<file path="src/rtl/disp_boot_pkg.sv">
package disp_boot_pkg;

  typedef enum logic [2:0] {
    ST_OFF       = 3'd0,
    ST_WAIT_MAIN = 3'd1,
    ST_DEFL_WAIT = 3'd2,
    ST_PERI_WAIT = 3'd3,
    ST_RUN       = 3'd4
  } seq_state_e;

  // A gap of N cycles ends on the edge at which the running count reaches N-1.
  function automatic logic gap_reached(input int unsigned count, input int unsigned gap);
    return (count + 1) >= gap;
  endfunction

endpackage

</file>
<file path="src/rtl/boot_seq_fsm.sv">
module boot_seq_fsm
  import disp_boot_pkg::*;
#(
  parameter int unsigned CNT_W    = 16,
  parameter int unsigned DEFL_GAP = 8,
  parameter int unsigned PERI_GAP = 6
) (
  input  logic clk,
  input  logic rst_n,
  input  logic supply_ok,
  input  logic main_rst_n,
  output logic defl_rel,
  output logic peri_rel
);

  seq_state_e       st_q, st_d;
  logic [CNT_W-1:0] cnt_q, cnt_d;

  // Named internal events
  logic ev_defl_release;
  logic ev_peri_release;
  logic ev_abort;

  assign ev_abort        = !supply_ok || !main_rst_n;
  assign ev_defl_release = !ev_abort && (st_q == ST_DEFL_WAIT) &&
                           gap_reached(int'(cnt_q), DEFL_GAP);
  assign ev_peri_release = !ev_abort && (st_q == ST_PERI_WAIT) &&
                           gap_reached(int'(cnt_q), PERI_GAP);

  always_comb begin
    st_d  = st_q;
    cnt_d = cnt_q;
    if (!supply_ok) begin
      st_d  = ST_OFF;
      cnt_d = '0;
    end else if (!main_rst_n) begin
      st_d  = ST_WAIT_MAIN;
      cnt_d = '0;
    end else begin
      unique case (st_q)
        ST_OFF:       st_d = ST_WAIT_MAIN;
        ST_WAIT_MAIN: begin
          st_d  = ST_DEFL_WAIT;
          cnt_d = '0;
        end
        ST_DEFL_WAIT: begin
          if (ev_defl_release) begin
            st_d  = ST_PERI_WAIT;
            cnt_d = '0;
          end else begin
            cnt_d = cnt_q + 1'b1;
          end
        end
        ST_PERI_WAIT: begin
          if (ev_peri_release) begin
            st_d  = ST_RUN;
            cnt_d = '0;
          end else begin
            cnt_d = cnt_q + 1'b1;
          end
        end
        ST_RUN:  st_d = ST_RUN;
        default: st_d = ST_OFF;
      endcase
    end
  end

  always_ff @(posedge clk or negedge rst_n) begin
    if (!rst_n) begin
      st_q  <= ST_OFF;
      cnt_q <= '0;
    end else begin
      st_q  <= st_d;
      cnt_q <= cnt_d;
    end
  end

  assign defl_rel = (st_q == ST_PERI_WAIT) || (st_q == ST_RUN);
  assign peri_rel = (st_q == ST_RUN);

  // the deflection reset is freed only after the main reset input was high
  assert_defl_after_main_R2: assert property (@(posedge clk) disable iff (!rst_n)
    $rose(defl_rel) |-> $past(main_rst_n));

  // the peripheral reset is freed only from a released deflection reset
  assert_peri_after_defl_R3: assert property (@(posedge clk) disable iff (!rst_n)
    $rose(peri_rel) |-> $past(defl_rel));

  // supply loss re-asserts both resets on the next edge
  assert_supply_loss_R8: assert property (@(posedge clk) disable iff (!rst_n)
    !supply_ok |=> (!defl_rel && !peri_rel));

  // main reset low re-asserts both resets on the next edge
  assert_main_drop_R9: assert property (@(posedge clk) disable iff (!rst_n)
    !main_rst_n |=> (!defl_rel && !peri_rel));

  // release events are exclusive
  assert_release_onehot_R3: assert property (@(posedge clk) disable iff (!rst_n)
    $onehot0({ev_defl_release, ev_peri_release}));

endmodule

</file>
<file path="src/rtl/prot_filter.sv">
module prot_filter
  import disp_boot_pkg::*;
#(
  parameter int unsigned CNT_W    = 16,
  parameter int unsigned PROT_DEB = 4
) (
  input  logic clk,
  input  logic rst_n,
  input  logic supply_ok,
  input  logic prot_n,
  output logic standby_req
);

  logic [CNT_W-1:0] low_cnt_q;
  logic             latch_q;
  logic             ev_trip;

  assign ev_trip = supply_ok && !latch_q && !prot_n &&
                   gap_reached(int'(low_cnt_q), PROT_DEB);

  always_ff @(posedge clk or negedge rst_n) begin
    if (!rst_n) begin
      low_cnt_q <= '0;
      latch_q   <= 1'b0;
    end else if (!supply_ok) begin
      low_cnt_q <= '0;
      latch_q   <= 1'b0;
    end else if (!latch_q) begin
      if (ev_trip) begin
        latch_q <= 1'b1;
      end else if (!prot_n) begin
        low_cnt_q <= low_cnt_q + 1'b1;
      end else begin
        low_cnt_q <= '0;
      end
    end
  end

  assign standby_req = latch_q;

  // a request only appears after the protection input was low
  assert_trip_needs_fault_R10: assert property (@(posedge clk) disable iff (!rst_n)
    $rose(standby_req) |-> $past(!prot_n));

  // the request holds while the supply stays good
  assert_latch_holds_R11: assert property (@(posedge clk) disable iff (!rst_n)
    (standby_req && supply_ok) |=> standby_req);

  // supply loss clears the request, even on a completing debounce edge
  assert_supply_wins_R12: assert property (@(posedge clk) disable iff (!rst_n)
    !supply_ok |=> !standby_req);

endmodule

</file>
<file path="src/rtl/inhibit_ctl.sv">
module inhibit_ctl (
  input  logic clk,
  input  logic rst_n,
  input  logic supply_ok,
  input  logic main_rst_n,
  input  logic bus_ok,
  input  logic run,
  output logic hout_inhibit,
  output logic audio_mute
);

  logic inh_q;
  logic ev_drive_ok;

  // Drive may run only from the running state with healthy buses and inputs
  assign ev_drive_ok = run && bus_ok && supply_ok && main_rst_n;

  always_ff @(posedge clk or negedge rst_n) begin
    if (!rst_n) inh_q <= 1'b1;
    else        inh_q <= !ev_drive_ok;
  end

  assign hout_inhibit = inh_q;
  assign audio_mute   = inh_q;

  // a bus failure re-asserts the inhibit on the next edge
  assert_bus_loss_R7: assert property (@(posedge clk) disable iff (!rst_n)
    !bus_ok |=> hout_inhibit);

  // the inhibit can fall only when the sequence was already running
  assert_inhibit_fall_R5: assert property (@(posedge clk) disable iff (!rst_n)
    $fell(hout_inhibit) |-> $past(run));

endmodule

</file>
<file path="src/rtl/disp_boot_seq.sv">
module disp_boot_seq #(
  parameter int unsigned CNT_W    = 16,
  parameter int unsigned DEFL_GAP = 8,
  parameter int unsigned PERI_GAP = 6,
  parameter int unsigned PROT_DEB = 4
) (
  input  logic clk,
  input  logic rst_n,
  input  logic supply_ok,
  input  logic main_rst_n,
  input  logic bus_ok,
  input  logic prot_n,
  output logic defl_rst_n,
  output logic periph_rst_n,
  output logic ttx_rst,
  output logic hout_inhibit,
  output logic audio_mute,
  output logic standby_req
);

  logic defl_rel;
  logic peri_rel;

  boot_seq_fsm #(
    .CNT_W   (CNT_W),
    .DEFL_GAP(DEFL_GAP),
    .PERI_GAP(PERI_GAP)
  ) u_fsm (
    .clk       (clk),
    .rst_n     (rst_n),
    .supply_ok (supply_ok),
    .main_rst_n(main_rst_n),
    .defl_rel  (defl_rel),
    .peri_rel  (peri_rel)
  );

  inhibit_ctl u_inh (
    .clk         (clk),
    .rst_n       (rst_n),
    .supply_ok   (supply_ok),
    .main_rst_n  (main_rst_n),
    .bus_ok      (bus_ok),
    .run         (peri_rel),
    .hout_inhibit(hout_inhibit),
    .audio_mute  (audio_mute)
  );

  prot_filter #(
    .CNT_W   (CNT_W),
    .PROT_DEB(PROT_DEB)
  ) u_prot (
    .clk        (clk),
    .rst_n      (rst_n),
    .supply_ok  (supply_ok),
    .prot_n     (prot_n),
    .standby_req(standby_req)
  );

  assign defl_rst_n   = defl_rel;
  assign periph_rst_n = peri_rel;
  assign ttx_rst      = ~peri_rel;

  // line drive is unblocked only with both resets released
  assert_inhibit_gate_R5: assert property (@(posedge clk) disable iff (!rst_n)
    !hout_inhibit |-> (defl_rst_n && periph_rst_n));

  // the peripheral reset never leads the deflection reset
  assert_reset_order_R3: assert property (@(posedge clk) disable iff (!rst_n)
    periph_rst_n |-> defl_rst_n);

  // supply loss raises the inhibit on the next edge
  assert_supply_inhibit_R8: assert property (@(posedge clk) disable iff (!rst_n)
    !supply_ok |=> (hout_inhibit && audio_mute));

endmodule

</file>
<file path="config.mk">
export PLATFORM = sky130hd
export DESIGN_NAME = disp_boot_seq
export DESIGN_NICKNAME = d
export VERILOG_FILES = /design/src/rtl/disp_boot_pkg.sv /design/src/rtl/boot_seq_fsm.sv /design/src/rtl/prot_filter.sv /design/src/rtl/inhibit_ctl.sv /design/src/rtl/disp_boot_seq.sv
export SDC_FILE = /design/constraint.sdc
export NUM_CORES = 1
export LEC_CHECK = 0
export BUFFER_PORTS_ARGS = -buffer_cell sky130_fd_sc_hd__buf_4
export CAP_MARGIN = 20
export CELL_PAD_IN_SITES_DETAIL_PLACEMENT = 1
export CELL_PAD_IN_SITES_GLOBAL_PLACEMENT = 2
export CORE_MARGIN = 5
export CORE_UTILIZATION = 39
export CTS_CLUSTER_SIZE = 14
export DETAILED_ROUTE_END_ITERATION = 10
export PLACE_DENSITY = 0.88
export RECOVER_POWER = 25
export SLEW_MARGIN = 20
export SYNTH_ARGS = -nofsm -noshare
export SYNTH_HDL_FRONTEND = slang
export SYNTH_SLANG_ARGS = --single-unit
</file>
<file path="constraint.sdc">
create_clock -name clk -period 3.3 [get_ports clk]
set_input_delay 0.825 -clock clk [delete_from_list [all_inputs] [get_ports clk]]
set_output_delay 0.825 -clock clk [all_outputs]
set_load 0.005 [all_outputs]
</file>
---- Word-level counts from Yosys, hierarchy flattened ----
Cells that the tools add are included.
Widths: inputs -> output; s select.
word-level totals
  bits in registers ....................... 37
  input port bits ......................... 6
  output and inout bits ................... 6
  word-level logic and storage cells ...... 60
operators by class
  add/sub/neg operators ................... 4
  order comparisons ....................... 3
  eq/ne operators ......................... 9
  mux-type cells .......................... 17
  bitwise logic cells ..................... 1
  reductions and logical operators ........ 21
operator list
  kind                   count
  $mux 16                8
  $ge 32x3->1 const B    2
  $pmux 16 s3            1
  $add 16x1->17 const B  2
  $add 16x1->16 const B  2
  $ge 32x4->1 const B    1
  $pmux 3 s5             1
  $mux 3                 4
  $logic_and 1x1->1      10
  $ne 4x3->1 const B     2
  $eq 3x2->1 const B     2
  $logic_not 1->1        6
  $ne 5x2->1 const B     1
  $ne 2x2->1 const B     2
  $reduce_and 2->1       2
  $eq 3x1->1 const B     1
  $eq 3x3->1 const B     1
  $logic_not 3->1        1
  $mux 1                 3
  $logic_or 1x1->1       2
  $not 1->1              1

---- Logic depth before layout (Yosys ltp) ----
Gate-level depths: netlist of the first run.
  depth in word-level cells ............... 9
  mapped depth ............................ 8

---- Cells and area by module ----
A second synthesis of the first run with hierarchy kept.
unflattened totals
  cell total of the unflattened synthesis .. 199
  area total of the unflattened synthesis .. 2067.0 um^2
modules (own cells, without submodules)
  module         instances  cells an instance  area an instance (um^2)
  boot_seq_fsm   1          108                1074.8
  prot_filter    1          87                 948.4
  inhibit_ctl    1          3                  40.0
  disp_boot_seq  1          1                  3.8

---- Worst setup path before layout of the first run ----
OpenSTA, ideal clock, no wires.
  kind .................................... register to register
  from .................................... register u_fsm.cnt_q[0]
  to ...................................... register u_fsm.st_q[0]
  setup time .............................. 0.124 ns
  arrival time ............................ 2.184 ns
  slack ................................... 0.992 ns
  cell stages (with the launch flop) ...... 9
  path buffers ............................ 1
  cells stage by stage .................... dfrtp_1 -> ha_1 -> clkbuf_1 -> nor2b_1 -> or3b_2 -> a211oi_1 -> a2bb2oi_1 -> a311oi_1 -> o31a_1
on the way
  longest elaborated chain between the ends .. 5
ends and longest elaborated chain
  what                                         line                                    source
  start, declared                              boot_seq_fsm.sv:17                      logic [CNT_W-1:0] cnt_q, cnt_d;
  start signal, assigned                       boot_seq_fsm.sv:74                      cnt_q <= cnt_d;
  $add 16x1->17 (*)                            disp_boot_pkg.sv:13                     return (count + 1) >= gap;
  $ge 32x4->1 or $ge 32x3->1 (tied branches)   disp_boot_pkg.sv:13
  $logic_and 1x1->1, on equally long branches  boot_seq_fsm.sv:25, boot_seq_fsm.sv:27
  $ne 4x3->1 (no source line)                  --
  $reduce_and 2->1 (no source line) (*)        --
  end signal, assigned                         boot_seq_fsm.sv:73                      st_q <= st_d;
  end, declared                                boot_seq_fsm.sv:16                      seq_state_e st_q, st_d;
Every way passes the cells marked *; elsewhere a longest branch is shown, timed or not.
A chain may end at the register's enable or synchronous reset.

---- Final worst setup path of the first run ----
  from .................................... register u_fsm.cnt_q[2]
  to ...................................... register u_fsm.cnt_q[0]
on the way
  longest elaborated chain between the ends .. 7
ends and longest elaborated chain
  what                                         line                                    source
  $add 16x1->17 (*)                            disp_boot_pkg.sv:13
  $ge 32x3->1 or $ge 32x4->1 (tied branches)   disp_boot_pkg.sv:13
  $logic_and 1x1->1, on equally long branches  boot_seq_fsm.sv:27, boot_seq_fsm.sv:25
  $mux 16, on equally long branches            boot_seq_fsm.sv:55, boot_seq_fsm.sv:47
  $pmux 16 s3 (*)                              boot_seq_fsm.sv:40                      unique case (st_q)
  $mux 16 (*)                                  boot_seq_fsm.sv:36                      end else if (!main_rst_n) begin
  $mux 16 (*)                                  boot_seq_fsm.sv:33                      if (!supply_ok) begin
Marks and branches as above.

==> impl_metrics.env, run 1 <==
export IMPL_status="finished with violations"
export IMPL_violations="capacitance limit, slew limit"
export IMPL_fin_crit_ps=2600
export IMPL_track_usage_pct=15.3
export IMPL_rsz0062_at_grt="no"
export IMPL_clkTransAtPathRegs_ps=70
export IMPL_skew_ps=4.43
export IMPL_crit_path_top_delay_cell="nor4_1"
export IMPL_swShare_pct=22.8
export IMPL_final_area_sq_um=2440
export IMPL_setup_viol=0
export IMPL_async_flop_share_pct=100
export IMPL_gp_congestion=0.786
export IMPL_worstPathRequired_ps=3490
export IMPL_htreeDepth=2
export IMPL_layout_drive_gt1_share_pct=15.0
export IMPL_nNetsFinal=256
export IMPL_crit_fanout=11
export IMPL_synth_edf_count=0
export IMPL_ctsResizeCount=0
export IMPL_syn_area_per_cell_sq_um=9.47
export IMPL_layout_common_cells="dfrtp_1 (36), nand2_1 (19), inv_1 (19)"
export IMPL_chipWidth_um=85.5
export IMPL_ys_seq_area_share_pct=41.7
export IMPL_p_clk_share_pct=38.4
export IMPL_syn_inst=235
export IMPL_final_common_cell="dfrtp_1"
export IMPL_clockBufferDepth=2
export IMPL_maxCapViolCount=1
export IMPL_fmax_ghz=0.384
export IMPL_cts_hold_buf=0
export IMPL_intPower_mw=0.637
export IMPL_clock_latency_ps=290
export IMPL_dp_cells=311
export IMPL_worstPathArrival_ps=2790
export IMPL_cp_end_kind="register"
export IMPL_relSlewSlack_pct=-31.4
export IMPL_vias=1851
export IMPL_critical_path_most_common_cell="nand3_1"
export IMPL_ios=12
export IMPL_p_switching_mw=0.188
export IMPL_fin_util_pct=44.1
export IMPL_coreArea_sq_um=5540
export IMPL_instances_no_fill=318
export IMPL_n_antenna_cell=0
export IMPL_grt_pass1_vias=1947
export IMPL_leakage_nw=0.968
export IMPL_p_comb_share_pct=5.4
export IMPL_startpoint_type="register"
export IMPL_numCtsBuffers=5
export IMPL_grt_max_degree=38
export IMPL_critical_path_buf_inv_count=0
export IMPL_crit_chain="nand3_1 -> nor4_1 -> nand4_1 -> a211oi_1 -> nand3_1 -> o31ai_1"
export IMPL_synthDistinctLibCells=53
export IMPL_path_class="reg -> reg"
export IMPL_cts_setup_buffers=0
export IMPL_syn_num_nets=245
export IMPL_grt_pass1_wl_um=9050
export IMPL_die_y_um=85.5
export IMPL_cts_root_buffer="clkbuf_8"
export IMPL_wl_per_cell_um=16.5
export IMPL_cts_tree="done"
export IMPL_cts_sinks=37
export IMPL_timing_critical_path_slowest_cell_delay_ps=650
export IMPL_seq_power_share_pct=56.2
export IMPL_synth_seq_cells=37
export IMPL_synth_area_sq_um=2220
export IMPL_fin_crit_sh_pct=78.8
export IMPL_crit_family="simple AND/OR/NAND/NOR gates"
export IMPL_ys_flop_type="dfrtp_1"
export IMPL_drt_antenna_violating_nets=0
export IMPL_port_buffers=11
export IMPL_die_area_sq_um=7310
export IMPL_area_growth_pct=9.79
export IMPL_drt_first_iter_violations=61
export IMPL_yosys_warnings=0
export IMPL_tns_ps=0
export IMPL_powerDensity_nw_per_um2=338
export IMPL_drc=0
export IMPL_worstMarginPinSlew_ps=1970
export IMPL_grt_antenna_before_repair=0
export IMPL_drt_pass1_iter_count=4
export IMPL_drt_wl_total_um=5250
export IMPL_dp_hpwl_um=3800
export IMPL_start_util_pct=40.2
export IMPL_finalHoldViolations=0
export IMPL_post_dp_cell_area_sq_um=2360
export IMPL_n_fill_cell=653
export IMPL_vias_per_cell=5.82
export IMPL_slew_viol_final=38
export IMPL_min_delay_path_class="reg -> reg"
export IMPL_rows=27
export IMPL_grt_overflow=0
export IMPL_peakVddDrop_uv=159
per-layer routing:
metal | share of wire [%] | wire length [um] | track usage (%)
met2 | 50 | 2600 | 26.2
met3 | 1.8 | 95 | 2.98
met5 | 0 | 0 | 0
met4 | 2.1 | 108 | 6.19
met1 | 47 | 2440 | 19.0
final timing paths:
path / startpoint / endpoint / slack [ps] / cells after the start
max in group asynchronous: rst_n / u_prot.low_cnt_q[13]$_DFFE_PN0P_ / 1080 / 1
min: u_fsm.cnt_q[3]$_DFFE_PN0P_ / u_fsm.cnt_q[3]$_DFFE_PN0P_ / 570 / 1
min in group asynchronous: rst_n / u_fsm.cnt_q[5]$_DFFE_PN0P_ / 1090 / 1
max: u_fsm.cnt_q[2]$_DFFE_PN0P_ / u_fsm.cnt_q[0]$_DFFE_PN0P_ / 700 / 6
max reg2reg: u_fsm.cnt_q[2]$_DFFE_PN0P_ / u_fsm.cnt_q[0]$_DFFE_PN0P_ / 700 / 6
min reg2reg: u_fsm.cnt_q[3]$_DFFE_PN0P_ / u_fsm.cnt_q[3]$_DFFE_PN0P_ / 570 / 1
registers in the layout (all words and copies together), names as in the netlist:
| register | cells |
|---|---|
| u_prot.standby_req | 1 |
| u_inh.audio_mute | 1 |
| u_fsm.cnt_q | 16 |
| u_fsm.st_q | 3 |
| u_prot.low_cnt_q | 16 |
per-stage QoR:
stage	total power, mW	hold WS [ps]	setup WS (ps)
after CTS	0.837	508	706
after detailed placement	0.518	550	733
after floorplan	0.494	501	992
final	0.824	568	698
after global routing	0.867	591	296
after global placement	0.517	541	816
layout make-up:
class                           count  area (sq um)  area share (%)
Multi-Input combinational cell    171          1180            48.5
Sequential cell                    37           927            38.0
Tap cell                           72          90.1            3.69
Clock buffer                        7          86.3            3.53
Timing Repair Buffer               11          78.8            3.23
Inverter                           20          75.1            3.07
power groups by stage:
stage / Combinational, mW / Sequential [mW] / Clock (mW)
4_1_cts: 0.0468 / 0.463 / 0.327
5_1_grt: 0.0518 / 0.464 / 0.352
3_3_place_gp: 0.0456 / 0.471 / 0
6_report: 0.0445 / 0.463 / 0.317
3_5_place_dp: 0.0467 / 0.471 / 0
2_1_floorplan: 0.0235 / 0.470 / 0
Yosys cell counts, types with 3 or more instances:
master / number / area share (%)
nand2_1: 19 / 3.2
nand4_1: 8 / 2.2
and3_1: 4 / 1.1
o31ai_1: 4 / 1.3
clkbuf_1: 5 / 0.84
nand4b_1: 3 / 1.2
and4_1: 4 / 1.6
nor4_1: 10 / 2.8
nor3_1: 4 / 0.90
nor2_1: 11 / 1.9
a211oi_2: 9 / 5.1
and2_1: 13 / 3.7
nor2b_1: 4 / 1.1
dfrtp_1: 36 / 40
inv_1: 19 / 3.2
o21ai_0: 7 / 1.6
ha_1: 4 / 2.2
a211oi_1: 10 / 3.4
nand3_1: 13 / 2.9
a21oi_1: 3 / 0.67
kinds of logic after synthesis:
group / synth area share, %
xor gates and xnor gates: 1.58
muxes: 1.91
AOI/OAI and AO/OA: 20.0
adders and majority gates: 2.25
buffers and inverters: 5.06
and+or+nand+nor: 27.6
DFF: 41.7
Note: power is estimated with default switching activity, not from simulation.
==> inputs of run 2 (changes only) <==
Settings changed: ABC_AREA set to 1, CORE_UTILIZATION 39 to 35.
Clock period 3.3 ns to 2.41 ns, I/O delays scaled along.
==> impl_metrics.env, run 2 <==
export IMPL_status="finished clean"
export IMPL_maxCapViolCount=0
export IMPL_cts_tree="done"
export IMPL_async_flop_share_pct=100
export IMPL_fmax_ghz=0.476
export IMPL_area_growth_pct=10.7
export IMPL_ys_seq_area_share_pct=38.2
export IMPL_post_dp_cell_area_sq_um=2610
export IMPL_grt_max_degree=38
export IMPL_fin_crit_sh_pct=87.1
export IMPL_clockBufferDepth=2
export IMPL_leakage_nw=1.27
export IMPL_syn_inst=350
export IMPL_clock_latency_ps=290
export IMPL_ios=12
export IMPL_drt_first_iter_violations=51
export IMPL_synth_seq_cells=37
export IMPL_n_antenna_cell=0
export IMPL_die_area_sq_um=8710
export IMPL_intPower_mw=0.876
export IMPL_powerDensity_nw_per_um2=428
export IMPL_startpoint_type="register"
export IMPL_tns_ps=0
export IMPL_layout_common_cells="nand2_1 (99), nor2_1 (50), inv_1 (44)"
export IMPL_min_delay_path_class="in -> reg"
export IMPL_synth_most_common_cell="nand2_1"
export IMPL_worstMarginPinSlew_ps=1010
export IMPL_grt_antenna_before_repair=0
export IMPL_wl_per_cell_um=13.1
export IMPL_cts_hold_buf=0
export IMPL_yosys_warnings=0
export IMPL_cts_root_buffer="clkbuf_8"
export IMPL_swShare_pct=23.9
export IMPL_grt_pass1_vias=2263
export IMPL_n_fill_cell=913
export IMPL_p_comb_share_pct=6.2
export IMPL_grt_pass1_wl_um=10200
export IMPL_instances_no_fill=460
export IMPL_yosysTopAreaCell="dfrtp_1"
export IMPL_synth_area_sq_um=2430
export IMPL_rsz0062_at_grt="no"
export IMPL_path_class="reg -> reg"
export IMPL_fin_crit_ps=2100
export IMPL_vias=2244
export IMPL_start_util_pct=35.8
export IMPL_ys_flop_type="dfrtp_1"
export IMPL_syn_num_nets=360
export IMPL_p_clk_share_pct=38.7
export IMPL_skew_ps=8.61
export IMPL_worstPathRequired_ps=2590
export IMPL_multi_input_area_sq_um=1300
export IMPL_crit_fanout=17
export IMPL_ctsResizeCount=0
export IMPL_final_area_sq_um=2690
export IMPL_chipWidth_um=93.3
export IMPL_vias_per_cell=4.88
export IMPL_syn_area_per_cell_sq_um=6.94
export IMPL_coreArea_sq_um=6790
export IMPL_synthDistinctLibCells=29
export IMPL_rows=30
export IMPL_cts_setup_buffers=0
export IMPL_timing_final_ws_setup_ps=310
export IMPL_nNetsFinal=374
export IMPL_htreeDepth=2
export IMPL_dp_cells=453
export IMPL_synthTopCellsByCount="nand2_1 (99), nor2_1 (50), inv_1 (44)"
export IMPL_setup_viol=0
export IMPL_final_common_cell="nand2_1"
export IMPL_fin_util_pct=39.6
export IMPL_cp_end_kind="register"
export IMPL_cts_sinks=37
export IMPL_worstPathArrival_ps=2280
export IMPL_gp_congestion=0.760
export IMPL_peakVddDrop_uv=241
export IMPL_drc=0
export IMPL_drt_wl_total_um=6040
export IMPL_track_usage_pct=14.7
export IMPL_dp_hpwl_um=4700
export IMPL_die_y_um=93.3
export IMPL_finalHoldViolations=0
export IMPL_layout_drive_gt1_share_pct=12.6
export IMPL_yosysTopAreaCellShare_pct=37.1
export IMPL_numCtsBuffers=5
export IMPL_port_buffers=11
export IMPL_slew_viol_final=0
export IMPL_seq_area_sq_um=927
export IMPL_largestRegisters="u_fsm.cnt_q (16), u_prot.low_cnt_q (16), u_fsm.st_q (3)"
export IMPL_grt_overflow=0
export IMPL_p_switching_mw=0.276
export IMPL_drt_antenna_violating_nets=0
export IMPL_drt_pass1_iter_count=3
export IMPL_synthTopCellsByArea="dfrtp_1 (37%), nand2_1 (15%), nor2_1 (7.7%)"
export IMPL_relSlewSlack_pct=32.6
export IMPL_synth_edf_count=0
export IMPL_seq_power_share_pct=55.1
export IMPL_clkTransAtPathRegs_ps=70
export IMPL_place_ws_ps=263
run 2: cell types whose count changed after synthesis, moves of 13 or more:
cell / before / now
nand2_1: 19 / 99
nor2_1: 11 / 50
inv_1: 19 / 44
nand3_1: 13 / 31
and2_1: 13 / 0
run 2: kinds of logic after synthesis:
kind of cell / after synthesis / share of synthesized area [%]
buf+inv: 51 / 8.34
fa+ha+maj: 4 / 2.06
xor+xnor: 5 / 1.80
simple gates: 225 / 43.6
compound gates: 28 / 6.08
flops: 37 / 38.2
run 2: path summary, 6_finish.rpt:
| path | to | startpoint | cells past startpoint | slack (ps) |
|---|---|---|---|---|
| max | u_prot.low_cnt_q[0]$_DFFE_PN0P_ | u_prot.low_cnt_q[0]$_DFFE_PN0P_ | 14 | 310 |
| min | u_inh.audio_mute$_DFF_PN1_ | bus_ok | 2 | 470 |
| max reg2reg | u_prot.low_cnt_q[0]$_DFFE_PN0P_ | u_prot.low_cnt_q[0]$_DFFE_PN0P_ | 14 | 310 |
| min reg2reg | u_prot.low_cnt_q[14]$_DFFE_PN0P_ | u_prot.low_cnt_q[14]$_DFFE_PN0P_ | 2 | 520 |
| max in group asynchronous | u_prot.low_cnt_q[0]$_DFFE_PN0P_ | rst_n | 1 | 1320 |
| min in group asynchronous | u_prot.low_cnt_q[9]$_DFFE_PN0P_ | rst_n | 1 | 480 |
run 2: cell type report:
type | count | share of cell area [%]
Multi-Input combinational cell | 262 | 48.3
Inverter | 47 | 6.56
Clock buffer | 7 | 3.21
Sequential cell | 37 | 34.5
Timing Repair Buffer | 11 | 2.98
Tap cell | 96 | 4.47
run 2: worst max-delay path, cell delays in order (launching register included):
cell and delay, ps:
dfrtp_1 410, ha_1 200, nand3_1 170, inv_2 130
nand3_1 110, nand2_1 80, nand2_1 40, inv_1 40
nand2_1 50, nor2_1 130, nand3_2 90, nand2_2 300
nand2_2 100, nand2_1 80, nand2_1 40
run 2: per-stage QoR:
step | hold WS (ps) | power [mW]
after global routing | 457 | 1.22
after global placement | 508 | 0.719
after detailed placement | 513 | 0.721
after floorplan | 307 | 0.684
after CTS | 303 | 1.18
final | 466 | 1.15
run 2: per-layer routing:
metal	GRT usage [%]	part of all wire, %	routed length [um]
met5	0	0	0
met4	3.91	1.5	89
met3	3.14	2.0	118
met2	25.3	50	3040
met1	18.5	46	2800
run 2: power groups by stage:
stage | Sequential [mW] | Combinational [mW] | Clock [mW]
final | 0.634 | 0.0716 | 0.446
after global routing | 0.635 | 0.0836 | 0.501
after CTS | 0.634 | 0.0750 | 0.469
after detailed placement | 0.646 | 0.0749 | 0
after global placement | 0.646 | 0.0736 | 0
after floorplan | 0.644 | 0.0394 | 0
